===== config.mk =====
export PLATFORM = sky130hd
export DESIGN_NAME = wdog_pscale_top
export DESIGN_NICKNAME = d
export VERILOG_FILES = /design/src/rtl/wdog_pkg.sv /design/src/rtl/wdog_enreg.sv /design/src/rtl/wdog_prescale.sv /design/src/rtl/wdog_postscale.sv /design/src/rtl/wdog_pscale_top.sv
export SDC_FILE = /design/constraint.sdc
export NUM_CORES = 1
export LEC_CHECK = 0
export ABC_AREA = 1
export CORE_MARGIN = 2
export CORE_UTILIZATION = 30
export CTS_BUF_LIST = sky130_fd_sc_hd__clkbuf_8 sky130_fd_sc_hd__clkbuf_16
export DETAILED_ROUTE_END_ITERATION = 8
export PLACE_DENSITY = 0.53
export SLEW_MARGIN = 20
export SYNTH_ARGS = -nofsm -noshare
export SYNTH_HDL_FRONTEND = slang
export SYNTH_SLANG_ARGS = --single-unit

===== constraint.sdc =====
create_clock -name clk -period 1.4 [get_ports clk]
set_input_delay 0.21 -clock clk [delete_from_list [all_inputs] [get_ports clk]]
set_output_delay 0.21 -clock clk [all_outputs]
set_load 0.02 [all_outputs]

===== src/rtl/wdog_pkg.sv =====
package wdog_pkg;
    typedef struct packed {
        logic rst_req;
        logic wake_req;
        logic flag;
    } wdog_out_t;
endpackage


===== src/rtl/wdog_enreg.sv =====
module wdog_enreg #(
    parameter int DATA_W = 8
) (
    input  logic              clk,
    input  logic              por_n,
    input  logic              wr,
    input  logic [DATA_W-1:0] wdata,
    output logic [DATA_W-1:0] rdata,
    output logic              sw_en
);
    logic en_d, en_q;

    always_comb begin
        en_d = en_q;
        if (wr) en_d = wdata[0];
    end

    always_ff @(posedge clk or negedge por_n) begin
        if (!por_n) en_q <= 1'b0;
        else        en_q <= en_d;
    end

    assign rdata = {{(DATA_W-1){1'b0}}, en_q};
    assign sw_en = en_q;
endmodule


===== src/rtl/wdog_prescale.sv =====
module wdog_prescale #(
    parameter int PRE_DIV = 128
) (
    input  logic clk,
    input  logic por_n,
    input  logic clear,
    input  logic tick,
    output logic base_tick
);
    localparam int PW = (PRE_DIV > 1) ? $clog2(PRE_DIV) : 1;
    localparam logic [PW-1:0] LAST = PW'(PRE_DIV - 1);

    logic [PW-1:0] cnt_d, cnt_q;
    logic          wrap;

    always_comb begin
        wrap  = tick && !clear && (cnt_q == LAST);
        cnt_d = cnt_q;
        if (clear)     cnt_d = '0;
        else if (wrap) cnt_d = '0;
        else if (tick) cnt_d = cnt_q + 1'b1;
    end

    always_ff @(posedge clk or negedge por_n) begin
        if (!por_n) cnt_q <= '0;
        else        cnt_q <= cnt_d;
    end

    assign base_tick = wrap;
endmodule


===== src/rtl/wdog_postscale.sv =====
module wdog_postscale #(
    parameter int SEL_W     = 4,
    parameter int POST_BITS = 15
) (
    input  logic             clk,
    input  logic             por_n,
    input  logic             clear,
    input  logic             base_tick,
    input  logic [SEL_W-1:0] sel,
    output logic             expire
);
    logic [POST_BITS-1:0] cnt_d, cnt_q;
    logic [POST_BITS-1:0] mask;
    int                   sel_eff;

    always_comb begin
        sel_eff = (32'(sel) > POST_BITS) ? POST_BITS : 32'(sel);
        for (int i = 0; i < POST_BITS; i++) begin
            mask[i] = (i < sel_eff);
        end
        expire = base_tick && ((cnt_q & mask) == mask);
        cnt_d  = cnt_q;
        if (clear)          cnt_d = '0;
        else if (base_tick) cnt_d = cnt_q + 1'b1;
    end

    always_ff @(posedge clk or negedge por_n) begin
        if (!por_n) cnt_q <= '0;
        else        cnt_q <= cnt_d;
    end
endmodule


===== src/rtl/wdog_pscale_top.sv =====
module wdog_pscale_top
    import wdog_pkg::*;
#(
    parameter int PRE_DIV   = 128,
    parameter int SEL_W     = 4,
    parameter int POST_BITS = 15,
    parameter int DATA_W    = 8
) (
    input  logic              clk,
    input  logic              por_n,
    input  logic              dev_rst,
    input  logic              osc_tick,
    input  logic              cfg_en,
    input  logic              clr_stb,
    input  logic              slp_stb,
    input  logic              clk_fail,
    input  logic              asleep,
    input  logic [SEL_W-1:0]  sel,
    input  logic              reg_wr,
    input  logic [DATA_W-1:0] reg_wdata,
    output logic [DATA_W-1:0] reg_rdata,
    output logic              rst_req,
    output logic              wake_req,
    output logic              to_flag
);
    logic      sw_en, run, clear, base_tick, expire;
    wdog_out_t out_d, out_q;

    wdog_enreg #(.DATA_W(DATA_W)) u_reg (
        .clk(clk), .por_n(por_n), .wr(reg_wr), .wdata(reg_wdata),
        .rdata(reg_rdata), .sw_en(sw_en)
    );

    assign run   = cfg_en | sw_en;
    assign clear = !run | clr_stb | slp_stb | clk_fail | dev_rst;

    wdog_prescale #(.PRE_DIV(PRE_DIV)) u_pre (
        .clk(clk), .por_n(por_n), .clear(clear), .tick(osc_tick),
        .base_tick(base_tick)
    );

    wdog_postscale #(.SEL_W(SEL_W), .POST_BITS(POST_BITS)) u_post (
        .clk(clk), .por_n(por_n), .clear(clear), .base_tick(base_tick),
        .sel(sel), .expire(expire)
    );

    always_comb begin
        out_d          = out_q;
        out_d.rst_req  = expire && !asleep;
        out_d.wake_req = expire && asleep;
        if (clr_stb || slp_stb) out_d.flag = 1'b0;
        else if (expire)        out_d.flag = 1'b1;
    end

    always_ff @(posedge clk or negedge por_n) begin
        if (!por_n) out_q <= '0;
        else        out_q <= out_d;
    end

    assign rst_req  = out_q.rst_req;
    assign wake_req = out_q.wake_req;
    assign to_flag  = out_q.flag;
endmodule


==> results.toml <==
[run_status]
status = "complete, but fails checks"
violations = "negative setup slack"

[synth]
synth_area_per_cell_um2 = 7.11
synth_cell_types = 24
syn_area_mm2 = 0.00162
ys_ff_latch = 26
synthDominantCellAreaShare_pct = 40.2
yosysSeqAreaShare_pct = 40.2
synthTopCellsByArea = "dfrtp_1 (40%), nand2_1 (11%), nor2_1 (8.3%), nand3_1 (7.4%), inv_1 (6.5%)"
netlist_instances = 228
synth_top_area_cell = "dfrtp_1"
yosys_warnings = 0

[global_routing]
grt_pass1_wl_um = 6460
grt.overflow.total = 0
grt_use_total_pct = 13.2
antenna_found_initial = 0
grt_max_degree = 27
grt_pass1_vias = 1453

[sta]
layout_setup_ws_ns = -0.0289
finClkSkew_ns = 0.00529
setup-violations-final = 9
rsz0062_at_grt = "yes"
hold_viol = 0
period_share_pct = 102
finalMaxSlewViolations = 0
fmax_mhz = 700
finalCriticalPeriod_ns = 1.43

[placed_design]
dp.cells = 335
placed_area_mm2 = 0.00202
io_buffers = 18
dp_hpwl_um = 2890
gp_congestion = 0.852

[power_and_ir_drop]
ir_drop_mv = 0.628
leakage_nw = 0.939
p_comb_share_pct = 12.2
seq_power_share_pct = 53.1
p_sw_uw = 340
p_int_mw = 1.08
clkPwrFrac_pct = 34.7
p_sw_share_pct = 23.9
powerDensity_mw_per_mm2 = 655

[detailed_routing]
vias = 1539
antenna_left = 0
wl_per_cell_um = 10.9
vias_per_cell = 4.53
totalWireLength_um = 3700
drc = 0
initialDrtViolationCount = 64
drt_first_pass_iters = 4

[cts]
cts_buffers = 3
cts_htree_levels = 1
cts_tree = "built"
clockBufferDepth = 2
clock_latency_ns = 0.27
hold_buffers = 0
cts.clk_slew.worst_paths_ns = 0.09
cts.sinks = 26
root_buffer = "clkbuf_8"

[setup_path]
critPathRequiredTime_ns = 1.56
worstSetupPathType = "reg -> reg"
cp.arrival_ns = 1.59
endpoint_kind = "flip-flop"
reg2reg_setup_slack_ns = -0.03
crit_path_start_kind = "flip-flop"
crit_fanout = 10

[floorplan]
rows = 26
core_area_mm2 = 0.00517
initial_utilization_pct = 31.3
ioPinCount = 33
die_w_um = 77.5
die_y_um = 77.5
dieArea_mm2 = 0.00600

[cells_and_area]
nets = 295
fin_cells = 340
syn2layout_area_growth_pct = 34.1
fin_area_mm2 = 0.00217
n_fill_cell = 558
diodes = 0
drive_gt1_share_pct = 19.6

[worst_hold_path]
hold_class = "in -> async"

[run]
max_cap_viol_count = 0
[power by group through the flow]
stage | Clock (mW) | Combinational, mW | Sequential, mW
floorplan | 0 | 0.0920 | 0.771
global placement | 0 | 0.172 | 0.771
detailed placement | 0 | 0.172 | 0.771
CTS | 0.511 | 0.172 | 0.756
global route | 0.563 | 0.192 | 0.757
finish | 0.494 | 0.173 | 0.756
[cells by family after synthesis]
group / share of synthesized area (%)
AND/OR/NAND/NOR: 35.6
adder cells (fa/ha/maj): 1.54
other: 0.231
multiplexers: 0.695
flip-flops: 40.2
AO/OA/AOI/OAI: 10.0
buffers and inverters: 11.7
[metrics by stage]
stage	setup WS (ns)	TNS (ns)	util, %	hold WS, ns	power [mW]
floorplan	0.00218	0	-	-0.0856	0.863
global placement	-0.301	-5.58	39.0	0.483	0.943
detailed placement	-0.352	-6.59	39.0	0.485	0.943
CTS	-0.0468	-0.352	40.5	0.307	1.44
global route	-0.152	-1.85	42.0	0.320	1.51
finish	-0.0289	-0.149	42.0	0.297	1.42
[final timing paths]
path                       cells after the start          endpoint              from
max                                            7   u_post.cnt_q[8]    u_pre.cnt_q[0]
min                                            2  u_post.cnt_q[12]             por_n
max reg2reg                                    7   u_post.cnt_q[8]    u_pre.cnt_q[0]
min reg2reg                                    1  u_post.cnt_q[10]  u_post.cnt_q[10]
max in group asynchronous                      2   u_post.cnt_q[0]             por_n
min in group clk                               1  u_post.cnt_q[10]  u_post.cnt_q[10]
[layout by cell type, fill, tap and decap left out, drive strengths merged, types with 7 or more instances in the layout]
| cell type | count |
|---|---|
| conb | 7 |
| a21oi | 13 |
| nand3 | 25 |
| o21ai | 15 |
| nand2 | 48 |
| nand4 | 9 |
| dfrtp | 26 |
| nor2 | 40 |
| clkdlybuf4s50 | 14 |
| inv | 28 |
| buf | 25 |
[cells in the mapped netlist]
| cell | count |
|---|---|
| o211ai_1 | 1 |
| o21ai_0 | 15 |
| nor2_2 | 3 |
| a21oi_1 | 13 |
| ha_1 | 2 |
| nand4_1 | 9 |
| buf_2 | 2 |
| buf_6 | 1 |
| conb_1 | 1 |
| o31ai_1 | 1 |
| mux2_2 | 1 |
| inv_1 | 28 |
| nor2_1 | 36 |
| nand3_4 | 1 |
| nand3_1 | 24 |
| nand2_1 | 47 |
| nand2_2 | 1 |
| buf_4 | 8 |
| nor3_2 | 2 |
| dfrtp_1 | 26 |
| o21bai_1 | 1 |
| nor3_1 | 3 |
| clkinv_1 | 1 |
| nor2_4 | 1 |
[flip-flops by register name, summed over array words and instances (netlist names)]
name / cells
rst_req: 1
to_flag: 1
u_pre.cnt_q: 7
u_post.cnt_q: 15
wake_req: 1
u_reg.sw_en: 1
[critical path: stages, from the launching register on]
cell	delay, ns
dfrtp_1	0.42
ha_4	0.19
nand3_4	0.09
nor2_4	0.04
nand3_4	0.17
clkinv_2	0.19
nand4_1	0.13
o21ai_0	0.08
[routing by layer]
layer | up-vias | wire [µm] | track usage (%)
met5 | - | 0 | 0
met4 | 0 | 55 | 2.68
met3 | 6 | 126 | 2.79
met2 | 26 | 1680 | 21.8
met1 | 692 | 1840 | 17.9
li1 | 815 | - | -
[final cells by class]
type / count / area, µm² / area share [%]
Tap cell: 70 / 87.6 / 4.03
Timing Repair Buffer: 43 / 363 / 16.7
Multi-Input combinational cell: 168 / 906 / 41.7
Inverter: 29 / 110 / 5.07
Sequential cell: 26 / 651 / 30.0
Clock buffer: 4 / 55.1 / 2.53
[what timing repair did]
action,in CTS,in global routing
endpoints found under the hold margin,0,0
pin swaps,0,9
endpoints found under the setup margin,25,24
resized for setup,12,16
setup buffers,0,1
No activity file was read; power rests on OpenSTA's default activity.
